`src/rtl/sertx_pkg.sv`:
```
`timescale 1ns/1ps
package sertx_pkg;

  typedef enum logic [2:0] {
    FR_IDLE  = 3'd0,
    FR_START = 3'd1,
    FR_DATA  = 3'd2,
    FR_PAR   = 3'd3,
    FR_STOP  = 3'd4
  } fr_state_e;

  localparam logic [1:0] PAR_EVEN = 2'd1;
  localparam logic [1:0] PAR_ODD  = 2'd2;

endpackage

```
`src/rtl/sertx_hold.sv`:
```
`timescale 1ns/1ps
module sertx_hold #(
  parameter int DW = 8
) (
  input  logic          clk,
  input  logic          rst_n,
  input  logic          wr_stb,
  input  logic [DW-1:0] wr_data,
  input  logic          take,
  input  logic          flush,
  output logic          full,
  output logic [DW-1:0] data
);

  logic          full_q, full_n;
  logic [DW-1:0] data_q;
  logic          data_en;

  always_comb begin
    data_en = wr_stb & ~flush;
    if (flush)       full_n = 1'b0;
    else if (wr_stb) full_n = 1'b1;
    else if (take)   full_n = 1'b0;
    else             full_n = full_q;
  end

  always_ff @(posedge clk or negedge rst_n) begin
    if (!rst_n) full_q <= 1'b0;
    else        full_q <= full_n;
  end

  always_ff @(posedge clk or negedge rst_n) begin
    if (!rst_n)       data_q <= '0;
    else if (data_en) data_q <= wr_data;
  end

  assign full = full_q;
  assign data = data_q;

endmodule

```
`src/rtl/sertx_frame.sv`:
```
`timescale 1ns/1ps
module sertx_frame
  import sertx_pkg::*;
#(
  parameter  int DATA_MIN = 5,
  parameter  int DATA_MAX = 8,
  localparam int LEN_W    = $clog2(DATA_MAX - DATA_MIN + 1),
  localparam int CNT_W    = $clog2(DATA_MAX)
) (
  input  logic                clk,
  input  logic                rst_n,
  input  logic                tick,
  input  logic                abort,
  input  logic                go_ok,
  input  logic                hold_full,
  input  logic [DATA_MAX-1:0] hold_data,
  input  logic [LEN_W-1:0]    cfg_len,
  input  logic [1:0]          cfg_par,
  input  logic                cfg_stop2,
  output logic                launch,
  output logic                idle,
  output logic                txd_raw
);

  fr_state_e           st_q, st_n;
  logic [DATA_MAX-1:0] sh_q, sh_n;
  logic [CNT_W-1:0]    cnt_q, cnt_n, last_q, last_n;
  logic                par_en_q, par_en_n, par_bit_q, par_bit_n;
  logic                stop2_q, stop2_n, scnt_q, scnt_n;
  logic [CNT_W-1:0]    cfg_last;
  logic [DATA_MAX-1:0] masked;
  logic                par_xor, last_stop, fr_en;

  // parity over only the configured data bits
  always_comb begin
    cfg_last = CNT_W'(DATA_MIN - 1) + CNT_W'(cfg_len);
    for (int i = 0; i < DATA_MAX; i++) begin
      masked[i] = hold_data[i] & (CNT_W'(i) <= cfg_last);
    end
    par_xor = ^masked;
  end

  always_comb begin
    last_stop = (st_q == FR_STOP) && (scnt_q == stop2_q);
    launch    = tick && !abort && go_ok && hold_full &&
                ((st_q == FR_IDLE) || last_stop);
    fr_en     = tick | abort;
  end

  always_comb begin
    st_n      = st_q;
    sh_n      = sh_q;
    cnt_n     = cnt_q;
    last_n    = last_q;
    par_en_n  = par_en_q;
    par_bit_n = par_bit_q;
    stop2_n   = stop2_q;
    scnt_n    = scnt_q;
    if (abort) begin
      st_n = FR_IDLE;
    end else if (launch) begin
      st_n      = FR_START;
      sh_n      = hold_data;
      last_n    = cfg_last;
      par_en_n  = (cfg_par == PAR_EVEN) || (cfg_par == PAR_ODD);
      par_bit_n = (cfg_par == PAR_ODD) ? ~par_xor : par_xor;
      stop2_n   = cfg_stop2;
    end else if (tick) begin
      case (st_q)
        FR_START: begin
          st_n  = FR_DATA;
          cnt_n = '0;
        end
        FR_DATA: begin
          sh_n = sh_q >> 1;
          if (cnt_q == last_q) begin
            st_n   = par_en_q ? FR_PAR : FR_STOP;
            scnt_n = 1'b0;
          end else begin
            cnt_n = cnt_q + 1'b1;
          end
        end
        FR_PAR: begin
          st_n   = FR_STOP;
          scnt_n = 1'b0;
        end
        FR_STOP: begin
          if (last_stop) st_n = FR_IDLE;
          else           scnt_n = 1'b1;
        end
        default: st_n = st_q;
      endcase
    end
  end

  always_ff @(posedge clk or negedge rst_n) begin
    if (!rst_n) begin
      st_q      <= FR_IDLE;
      sh_q      <= '0;
      cnt_q     <= '0;
      last_q    <= '0;
      par_en_q  <= 1'b0;
      par_bit_q <= 1'b0;
      stop2_q   <= 1'b0;
      scnt_q    <= 1'b0;
    end else if (fr_en) begin
      st_q      <= st_n;
      sh_q      <= sh_n;
      cnt_q     <= cnt_n;
      last_q    <= last_n;
      par_en_q  <= par_en_n;
      par_bit_q <= par_bit_n;
      stop2_q   <= stop2_n;
      scnt_q    <= scnt_n;
    end
  end

  always_comb begin
    case (st_q)
      FR_START: txd_raw = 1'b0;
      FR_DATA:  txd_raw = sh_q[0];
      FR_PAR:   txd_raw = par_bit_q;
      default:  txd_raw = 1'b1;
    endcase
    idle = (st_q == FR_IDLE);
  end

endmodule

```
`src/rtl/sertx_ctrl.sv`:
```
`timescale 1ns/1ps
module sertx_ctrl (
  input  logic clk,
  input  logic rst_n,
  input  logic tick,
  input  logic cmd_enable,
  input  logic cmd_disable,
  input  logic cmd_reset,
  input  logic cmd_brk_start,
  input  logic cmd_brk_stop,
  input  logic cmd_rts_on,
  input  logic cfg_auto_rts,
  input  logic frame_idle,
  output logic enabled,
  output logic brk_active,
  output logic rts,
  output logic abort
);

  logic en_q, en_n;
  logic brk_q, brk_n, brk_tk_q, brk_tk_n, brk_sp_q, brk_sp_n;
  logic rts_q, rts_n;

  always_comb begin
    if (cmd_reset || cmd_disable) en_n = 1'b0;
    else if (cmd_enable)          en_n = 1'b1;
    else                          en_n = en_q;
  end

  always_comb begin
    brk_n    = brk_q;
    brk_tk_n = brk_tk_q;
    brk_sp_n = brk_sp_q;
    if (cmd_reset) begin
      brk_n    = 1'b0;
      brk_tk_n = 1'b0;
      brk_sp_n = 1'b0;
    end else if (cmd_brk_start) begin
      brk_n    = 1'b1;
      brk_tk_n = 1'b0;
      brk_sp_n = 1'b0;
    end else if (brk_q) begin
      if (tick && brk_sp_q && brk_tk_q) begin
        brk_n    = 1'b0;
        brk_tk_n = 1'b0;
        brk_sp_n = 1'b0;
      end else begin
        if (tick)         brk_tk_n = 1'b1;
        if (cmd_brk_stop) brk_sp_n = 1'b1;
      end
    end
  end

  always_comb begin
    if (cmd_rts_on)
      rts_n = 1'b1;
    else if (tick && cfg_auto_rts && !en_q && frame_idle && !brk_q)
      rts_n = 1'b0;
    else
      rts_n = rts_q;
  end

  always_ff @(posedge clk or negedge rst_n) begin
    if (!rst_n) begin
      en_q     <= 1'b0;
      brk_q    <= 1'b0;
      brk_tk_q <= 1'b0;
      brk_sp_q <= 1'b0;
      rts_q    <= 1'b0;
    end else begin
      en_q     <= en_n;
      brk_q    <= brk_n;
      brk_tk_q <= brk_tk_n;
      brk_sp_q <= brk_sp_n;
      rts_q    <= rts_n;
    end
  end

  assign enabled    = en_q;
  assign brk_active = brk_q;
  assign rts        = rts_q;
  assign abort      = cmd_reset | cmd_brk_start;

endmodule

```
`src/rtl/sertx_flow.sv`:
```
`timescale 1ns/1ps
module sertx_flow #(
  parameter  int DATA_MIN = 5,
  parameter  int DATA_MAX = 8,
  localparam int LEN_W    = $clog2(DATA_MAX - DATA_MIN + 1)
) (
  input  logic                clk,
  input  logic                rst_n,
  input  logic                bit_tick,
  input  logic                wr_stb,
  input  logic [DATA_MAX-1:0] wr_data,
  input  logic                cmd_enable,
  input  logic                cmd_disable,
  input  logic                cmd_reset,
  input  logic                cmd_brk_start,
  input  logic                cmd_brk_stop,
  input  logic                cmd_rts_on,
  input  logic [LEN_W-1:0]    cfg_len,
  input  logic [1:0]          cfg_par,
  input  logic                cfg_stop2,
  input  logic                cfg_cts_en,
  input  logic                cfg_auto_rts,
  input  logic                cts,
  output logic                txd,
  output logic                rts,
  output logic                tx_empty,
  output logic                thr_ready
);

  logic                enabled, brk_active, abort;
  logic                launch, frame_idle, txd_raw, go_ok;
  logic                hold_full;
  logic [DATA_MAX-1:0] hold_data;

  assign go_ok = enabled && !brk_active && (!cfg_cts_en || cts);

  sertx_ctrl u_ctrl (
    .clk          (clk),
    .rst_n        (rst_n),
    .tick         (bit_tick),
    .cmd_enable   (cmd_enable),
    .cmd_disable  (cmd_disable),
    .cmd_reset    (cmd_reset),
    .cmd_brk_start(cmd_brk_start),
    .cmd_brk_stop (cmd_brk_stop),
    .cmd_rts_on   (cmd_rts_on),
    .cfg_auto_rts (cfg_auto_rts),
    .frame_idle   (frame_idle),
    .enabled      (enabled),
    .brk_active   (brk_active),
    .rts          (rts),
    .abort        (abort)
  );

  sertx_hold #(.DW(DATA_MAX)) u_hold (
    .clk    (clk),
    .rst_n  (rst_n),
    .wr_stb (wr_stb),
    .wr_data(wr_data),
    .take   (launch),
    .flush  (cmd_reset),
    .full   (hold_full),
    .data   (hold_data)
  );

  sertx_frame #(.DATA_MIN(DATA_MIN), .DATA_MAX(DATA_MAX)) u_frame (
    .clk      (clk),
    .rst_n    (rst_n),
    .tick     (bit_tick),
    .abort    (abort),
    .go_ok    (go_ok),
    .hold_full(hold_full),
    .hold_data(hold_data),
    .cfg_len  (cfg_len),
    .cfg_par  (cfg_par),
    .cfg_stop2(cfg_stop2),
    .launch   (launch),
    .idle     (frame_idle),
    .txd_raw  (txd_raw)
  );

  assign txd       = brk_active ? 1'b0 : txd_raw;
  assign tx_empty  = frame_idle && !hold_full;
  assign thr_ready = !hold_full;

endmodule

```
`config.mk`:
```
export PLATFORM = sky130hd
export DESIGN_NAME = sertx_flow
export DESIGN_NICKNAME = d
export VERILOG_FILES = /design/src/rtl/sertx_pkg.sv /design/src/rtl/sertx_hold.sv /design/src/rtl/sertx_frame.sv /design/src/rtl/sertx_ctrl.sv /design/src/rtl/sertx_flow.sv
export SDC_FILE = /design/constraint.sdc
export NUM_CORES = 1
export LEC_CHECK = 0
export ABC_AREA = 0
export BUFFER_PORTS_ARGS = -buffer_cell sky130_fd_sc_hd__clkbuf_2
export CAP_MARGIN = 20
export CORE_MARGIN = 1
export CORE_UTILIZATION = 59
export CTS_CLUSTER_DIAMETER = 50
export CTS_CLUSTER_SIZE = 14
export DETAILED_ROUTE_END_ITERATION = 7
export PLACE_DENSITY = 0.83
export SETUP_SLACK_MARGIN = 0.02
export SYNTH_ARGS = -nofsm -noshare
export SYNTH_HDL_FRONTEND = slang
export SYNTH_SLANG_ARGS = --single-unit
```
`constraint.sdc`:
```
create_clock -name clk -period 5.35 [get_ports clk]
set_input_delay 0.2675 -clock clk [delete_from_list [all_inputs] [get_ports clk]]
set_output_delay 0.2675 -clock clk [all_outputs]
set_load 0.03 [all_outputs]
```
# ---- After elaboration in Yosys (flattened, before gate mapping)
# Index checks and enable logic that the tools add are counted.
dict set report totals {
  regBits 35
  latchBits 0
  mem_bits_rw 0
  mem_bits_ro 0
  in_bits 26
  out_inout_bits 4
  elab_cells 136
  mem_count 0
}
dict set report classes {
  add_sub_neg 2
  n_mul 0
  div_mod_pow 0
  n_lt_le_gt_ge 8
  n_eq_ne 13
  n_shift 0
  n_mux 39
  bitwise 15
  reduce_logical 44
}
# cell count
set op_table {}
lappend op_table {{$mux 1} 25}
lappend op_table {{$mux 8} 3}
lappend op_table {{$mux 3} 7}
lappend op_table {{$logic_and 1x1->1} 14}
lappend op_table {{$le 3x3->1 const A} 4}
lappend op_table {{$pmux 3 s4} 1}
lappend op_table {{$reduce_bool 3->1} 4}
lappend op_table {{$reduce_bool 2->1} 5}
lappend op_table {{$and 1x1->1} 9}
lappend op_table {{$ne 4x2->1 const B} 2}
lappend op_table {{$reduce_bool 4->1} 2}
lappend op_table {{$reduce_xor 8->1} 1}
lappend op_table {{$reduce_and 7->1} 1}
lappend op_table {{$eq 3x2->1 const B} 2}
lappend op_table {{$le 1x3->1 const A} 2}
lappend op_table {{$le 2x3->1 const A} 2}
lappend op_table {{$pmux 1 s3} 2}
lappend op_table {{$pmux 3 s2} 1}
lappend op_table {{$reduce_and 6->1} 1}
lappend op_table {{$reduce_bool 6->1} 1}
lappend op_table {{$logic_not 1->1} 5}
lappend op_table {{$reduce_and 5->1} 1}
lappend op_table {{$logic_or 1x1->1} 4}
lappend op_table {{$ne 2x2->1 const B} 2}
lappend op_table {{other kinds (15)} 20}

# ---- Longest topological paths before layout
# Gate-level depths: netlist of the first run.
dict set report logic_depth {
  depth_word 9
  depth_mapped 7
  mapped_depth_nobuf 7
}

# ---- Hierarchy
# From an unflattened synthesis of the first run, not the netlist that was laid out.
dict set report unflattened {
  cells_unflattened 167
  hier_area_um2 1948.1
}
# mod n_inst cells_per_inst area_per_inst_um2
set modules_own_cells {}
lappend modules_own_cells {sertx_frame 1 119 1295.0}
lappend modules_own_cells {sertx_hold 1 22 385.4}
lappend modules_own_cells {sertx_ctrl 1 21 225.2}
lappend modules_own_cells {sertx_flow 1 5 42.5}

# ---- Worst setup path after synthesis of the first run
# No wires, ideal clock.
dict set report synth_timing {
  kind {register -> output}
  from {register u_frame.st_q[0]}
  to {output tx_empty}
  arrival_ps 1581
  t_required_ps 5083
  slack_ps 3501
  stages_incl_launch_ff 5
  path_buffers 2
  cell_sequence {dfrtp_1 buf_2 or2_2 clkbuf_1 nor3_1}
}
dict set report synth_via {
  elab_chain_len 2
}
# element line_no
set synth_lines {}
lappend synth_lines {{start: declaration} sertx_frame.sv:25} ;# fr_state_e st_q, st_n;
lappend synth_lines {{start signal: assignment} sertx_frame.sv:107} ;# st_q <= st_n;
lappend synth_lines {{$logic_not 3->1} sertx_frame.sv:125} ;# idle = (st_q == FR_IDLE);
lappend synth_lines {{$logic_and 1x1->1} sertx_flow.sv:83} ;# assign tx_empty = frame_idle && !hold_full;
lappend synth_lines {{end: declaration} sertx_flow.sv:26} ;# output logic tx_empty,
# Every way passes these cells.

# ---- Worst setup path in the final report of the first run
dict set report layout_timing {
  from {register u_frame.st_q[0]}
  to {register u_frame.sh_q[6]}
}
dict set report layout_via {
  elab_chain_len 6
  elab_cells_between_ends 10
}
# element line_no
set layout_lines {}
lappend layout_lines {{$eq 3x3->1} sertx_frame.sv:44} ;# last_stop = (st_q == FR_STOP) && (scnt_q == stop2_q);
lappend layout_lines {{$logic_and 1x1->1} sertx_frame.sv:44}
lappend layout_lines {{$logic_or 1x1->1} sertx_frame.sv:46} ;# ((st_q == FR_IDLE) || last_stop);
lappend layout_lines {{$logic_and 1x1->1} sertx_frame.sv:45} ;# launch = tick && !abort && go_ok && hold_full &&
lappend layout_lines {{$reduce_bool 2->1 (no line)} --}
lappend layout_lines {{$reduce_and 4->1 (no line)} --}
lappend layout_lines {{end signal: assignment} sertx_frame.sv:108} ;# sh_q <= sh_n;
lappend layout_lines {{end: declaration} sertx_frame.sv:26} ;# logic [DATA_MAX-1:0] sh_q, sh_n;
# Parallel ways exist; a longest one is shown, timed or not.
# A chain may end at the register's enable or synchronous reset.

==> impl_metrics.toml, run 1 <==
[route]
ant_nets = 0
drt_wl_total_mm = 3.79
vias = 1401
first_pass_iters = 8
routed_via_density = 6.12
drc_errors = 2
wire_per_inst_um = 16.5
drt_iter0_drc = 84

[cts]
clkTransAtPathRegs_ns = 0.10
cts_buffers = 5
post_cts_buffers = 0
insertion_delay_ns = 0.35
cts_hold_buf = 0
cts_sinks = 35
clk_path_buf_depth = 2
cts_root_buf = "clkbuf_4"
cts_tree = "yes"
cts_resized = 0
cts_max_level = 2

[setup_path]
critPathMaxFanout = 16
setup.worst_path.start_class = "register"
cp-startpoint = "u_frame.st_q[0]$_DFFE_PN0P_"
required_ns = 5.56
worstSetupPathType = "register to register"
r2r-start = "u_frame.st_q[0]$_DFFE_PN0P_"
crit_path_end_kind = "register"
arrival_ns = 2.40

[yosys]
ys_types = 43
syn_area_um2 = 1810
synth_fp_nets = 196
async_flop_share_pct = 100
synth_largest_area_cell = "dfrtp_1"
synth_warnings = 0
synth-edff-count = 0
synth_top_area_share_pct = 48.5
syn_inst = 168
synthFlopType = "dfrtp_1"
syn_avg_cell_area_um2 = 10.7
synth_area_leaders = "dfrtp_1, mux2_2, xnor2_1"
synth-seq-cells = 35
ys_seq_area_share_pct = 48.5

[finish]
area_growth_pct = 12.0
drive_above_1_share_pct = 27.8
fin_nets = 225
n_antenna_cell = 0

[grt]
first_global_vias = 1387
overflow = 0
grt_pass1_wl_mm = 6.33
grt_max_degree = 36
antenna_found_initial = 0
track_usage_pct = 26.0

[sta]
worst_pin_slew_ns = 0.875
setup_ws_ns = 3.16
tns_ns = 0
rsz0062_at_grt = "false"
finalSetupViolCount = 0
hold_viol = 0
fin_crit_ns = 2.19
maxSlewViolCount = 0
skew_ns = 0.00992
maxClockFrequency_mhz = 458
slew_headroom_pct = 41.7
finalCritPeriodShare_pct = 40.8

[die]
core_area_um2 = 2830
die_x_um = 57.3
num_rows = 19
die_area_um2 = 3290
io_pins = 30
die_y_um = 57.3
initial_core_util_pct = 63.8

[run]
drv_cap = 0

[pwr]
leakage_nw = 0.944
power_density_nw_per_um2 = 294
ir_drop_v = 0.000196

[place]
dp_hpwl_mm = 2.65
place_congestion = 0.976
numPortBuffers = 29
post-place-ws_ns = 3.25

[status]
status = "finished, violations left"
violations = "DRC"

[worst_hold_path]
min_path_type = "input port to asynchronous set/reset pin"
[critical path, cell delays in order (launching register included)]
cell	delay, ns
dfrtp_1	0.51
nand4bb_4	0.29
a2111oi_4	0.64
nand2_4	0.26
mux2i_1	0.25
o21ai_1	0.08
[worst paths after layout]
check | end | slack [ns] | depth (start not counted)
setup reg to reg | u_frame.sh_q[6]$_DFFE_PN0P_ | 3.16 | 5
max in group asynchronous | u_hold.data[4]$_DFFE_PN0P_ | 4.78 | 1
setup / recovery | u_frame.sh_q[6]$_DFFE_PN0P_ | 3.16 | 5
hold / removal | u_frame.cnt_q[2]$_DFFE_PN0P_ | 0.01 | 1
min in group clk | u_ctrl.enabled$_DFFE_PN0P_ | 0.06 | 2
hold reg to reg | u_frame.sh_q[1]$_DFFE_PN0P_ | 0.49 | 2
[sequential cells by signal, summed over array words and instances (netlist names)]
signal / count
u_frame.stop2_q: 1
u_ctrl.enabled: 1
u_ctrl.brk_tk_q: 1
u_hold.full: 1
u_frame.sh_q: 8
u_hold.data: 8
u_frame.cnt_q: 3
u_frame.last_q: 3
u_ctrl.rts: 1
u_ctrl.brk_active: 1
u_frame.scnt_q: 1
u_frame.par_bit_q: 1
u_frame.par_en_q: 1
u_frame.st_q: 3
u_ctrl.brk_sp_q: 1
[metrics by stage]
step	cell area (um^2)	power [mW]	util, %	hold WS [ns]	cells
floorplan	1810	0.395	-	-0.0281	168
global placement	1950	0.426	69.0	0.412	221
detailed placement	1950	0.432	69.0	0.426	221
CTS	2020	0.597	71.5	0.0449	229
global route	2020	0.625	71.5	0.0573	229
finish	2020	0.595	71.5	0.0142	229
[where the power goes]
| group | switching (mW) | total [mW] | internal, mW | leakage, nW |
|---|---|---|---|---|
| combinational | 0.0592 | 0.119 | 0.0595 | 0.449 |
| sequential | 0.0227 | 0.309 | 0.287 | 0.456 |
| clock | 0.0901 | 0.167 | 0.0773 | 0.0386 |
| total | 0.172 | 0.595 | 0.423 | 0.944 |
[cells by family (layout without fill, tap and decap cells)]
kind of cell / after synthesis / after routing / synth area share, %
AOI/OAI and AO/OA: 39 / 39 / 14.3
DFF: 35 / 35 / 48.5
buffers and inverters: 15 / 45 / 3.67
adders and majority gates: 2 / 2 / 1.39
and+or+nand+nor: 44 / 44 / 13.9
xor gates and xnor gates: 13 / 13 / 6.31
muxes: 20 / 20 / 11.9
[area by class of cell]
class	count	area (um^2)
flip-flops and latches	35	876
multi-input cells	118	863
fillers	224	807
repair buffers	29	145
clock buffers	8	68.8
well taps	31	38.8
inverters	8	30.0
[metal layers]
layer | part of all wire (%) | vias up | wire length, um | global-route usage, %
met3 | 6.3 | 21 | 237 | 8.39
met4 | 3.6 | 0 | 135 | 14.3
met1 | 41 | 660 | 1560 | 31.2
met2 | 49 | 65 | 1860 | 41.8
li1 | - | 655 | - | -
met5 | 0 | - | 0 | 0
[synth_stat cells (3+ instances only)]
cell      instances
o21ai_0           9
mux2i_1           8
nand2_1          13
dfrtp_1          35
xnor2_1          11
inv_1             8
mux2_2           12
nor3_1            3
a21oi_1          10
clkbuf_1          4
nor2_1            8
o21ai_1           5
[cell usage in the layout, fill, tap and decap left out, drive strengths merged, types with 3 or more instances in the layout]
cell	count
inv	8
xnor2	11
mux2i	8
nor2	8
clkbuf	37
o21ai	15
a21oi	10
dfrtp	35
nand2	14
nor3	3
mux2	12
No activity file was read; power rests on OpenSTA's default activity.
==> run 2: changes to the inputs <==
CORE_UTILIZATION = 55   (was 59)
PLACE_DENSITY = 0.78   (was 0.83)
clock period = 2.02 ns   (was 5.35 ns; I/O delays follow)
==> run 2 against run 1 <==
Net effect: the run now ends clean; core utilization up 1.5 points; via count grew 3.4%; sequential share of layout area shrank 4.3 points; clock power rose to 3.2 times the previous value; critical path type is now input port to register; largest cell class unchanged.
==> impl_metrics.toml, run 2 (synthesized netlist as in run 1, its figures left out) <==
[status]
status = "finished clean"

[finish]
layout_commonest_cell = "dfrtp_1"
fin_nets = 245
layout_common_cells = "dfrtp_1, clkbuf_2, dlygate4sd3_1"
n_antenna_cell = 0
design_area_um2 = 2250
final_util_pct = 73.0
drive_above_1_share_pct = 27.5
area_growth_pct = 24.4

[pwr]
leakage_nw = 1.04
power_density_nw_per_um2 = 755
ir_drop_v = 0.000858

[sta]
finalSetupViolCount = 0
finalCritPeriodShare_pct = 91.6
tns_ns = 0
worst_pin_slew_ns = 0.832
maxSlewViolCount = 0
slew_headroom_pct = 44.6
rsz0062_at_grt = "false"
hold_viol = 0
maxClockFrequency_mhz = 540
skew_ns = 0.0128
fin_crit_ns = 1.85

[route]
dr.max_layer_used = "met4"
vias = 1449
dr_wl_met3_um = 172
first_pass_iters = 4
wire_per_inst_um = 14.1
drc_errors = 0
drt_wl_total_mm = 3.69
drt_iter0_drc = 47
met1_length_mm = 1.58
routed_via_density = 5.53
dr_wl_met2_mm = 1.85
ant_nets = 0

[place]
postPlaceCellArea_um2 = 1990
dp_hpwl_mm = 2.60
numPortBuffers = 29
place_congestion = 0.866

[cts]
cts_buffers = 5
cts_max_level = 2
insertion_delay_ns = 0.35
clkTransAtPathRegs_ns = 0.11
cts_sinks = 35
cts_tree = "yes"
cts_root_buf = "clkbuf_4"
clk_path_buf_depth = 2

[setup_path]
r2r_cells = 6
crit_path_end_kind = "register"
worstSetupPathType = "input port to register"
required_ns = 2.28
setup.worst_path.start_class = "input port"
arrival_ns = 2.12
critPathMaxFanout = 8

[die]
io_pins = 30
die_y_um = 59.3
die_x_um = 59.3
core_area_um2 = 3080
initial_core_util_pct = 58.7
die_area_um2 = 3520
num_rows = 20

[grt]
antenna_found_initial = 0
overflow = 0
first_global_vias = 1458
grt_pass1_wl_mm = 6.24
track_usage_pct = 24.7
grt_max_degree = 36

[run]
drv_cap = 0

[worst_hold_path]
hold_depth = 2
min_path_type = "input port to register"
[run 2: final timing paths]
| check | start | end | slack (ns) |
|---|---|---|---|
| min reg2reg | u_frame.sh_q[1]$_DFFE_PN0P_ | u_frame.sh_q[1]$_DFFE_PN0P_ | 0.49 |
| min | cfg_len[0] | u_frame.last_q[0]$_DFFE_PN0P_ | 0.02 |
| max reg2reg | u_frame.stop2_q$_DFFE_PN0P_ | u_frame.sh_q[4]$_DFFE_PN0P_ | 0.20 |
| max | cmd_reset | u_frame.cnt_q[2]$_DFFE_PN0P_ | 0.17 |
| max in group asynchronous | rst_n | u_hold.data[7]$_DFFE_PN0P_ | 1.11 |
| min in group asynchronous | rst_n | u_ctrl.rts$_DFFE_PN0P_ | 0.38 |
[run 2: stage by stage]
step                      worst slack, ns  total power [mW]  cells  hold WS, ns
after floorplan                     0.242              1.05    168       -0.195
after global placement             0.0988              1.14    237        0.248
after detailed placement           0.0352              1.15    237        0.248
after CTS                          0.0293              1.71    261      0.00834
after global routing               0.0610              1.79    262       0.0132
final                               0.169              1.69    262       0.0152
[run 2: worst max-delay path, cell delays in order]
cell and delay [ns]:
dlygate4sd3_1 0.54, clkbuf_2 0.17, or3b_2 0.49, nor3_1 0.35
and2_1 0.25, a21oi_1 0.08, a21oi_1 0.12
[run 2: final cells by class]
| type | count | area (um^2) |
|---|---|---|
| Tap cell | 44 | 55.1 |
| Multi-Input combinational cell | 118 | 863 |
| Inverter | 8 | 30.0 |
| Clock inverter | 2 | 35.0 |
| Timing Repair Buffer | 49 | 335 |
| Clock buffer | 6 | 51.3 |
| Fill cell | 234 | 832 |
| Sequential cell | 35 | 876 |
[run 2: report_power, final]
group / switching (mW) / internal [mW] / total (mW)
clock: 0.241 / 0.292 / 0.533
sequential: 0.0583 / 0.759 / 0.817
combinational: 0.163 / 0.181 / 0.344
[run 2: timing repair]
action                                  CTS  global route
endpoints found under the setup margin    0            16
setup buffers                             0             1
gates resized for setup                   0             0
hold endpoints to repair                 49             0
hold buffers                             16             0
[run 2: metal layers]
layer / GRT usage, % / vias up
met5: 0 / -
met4: 15.0 / 0
met3: 5.02 / 13
met2: 43.2 / 49
met1: 27.4 / 687
li1: - / 700
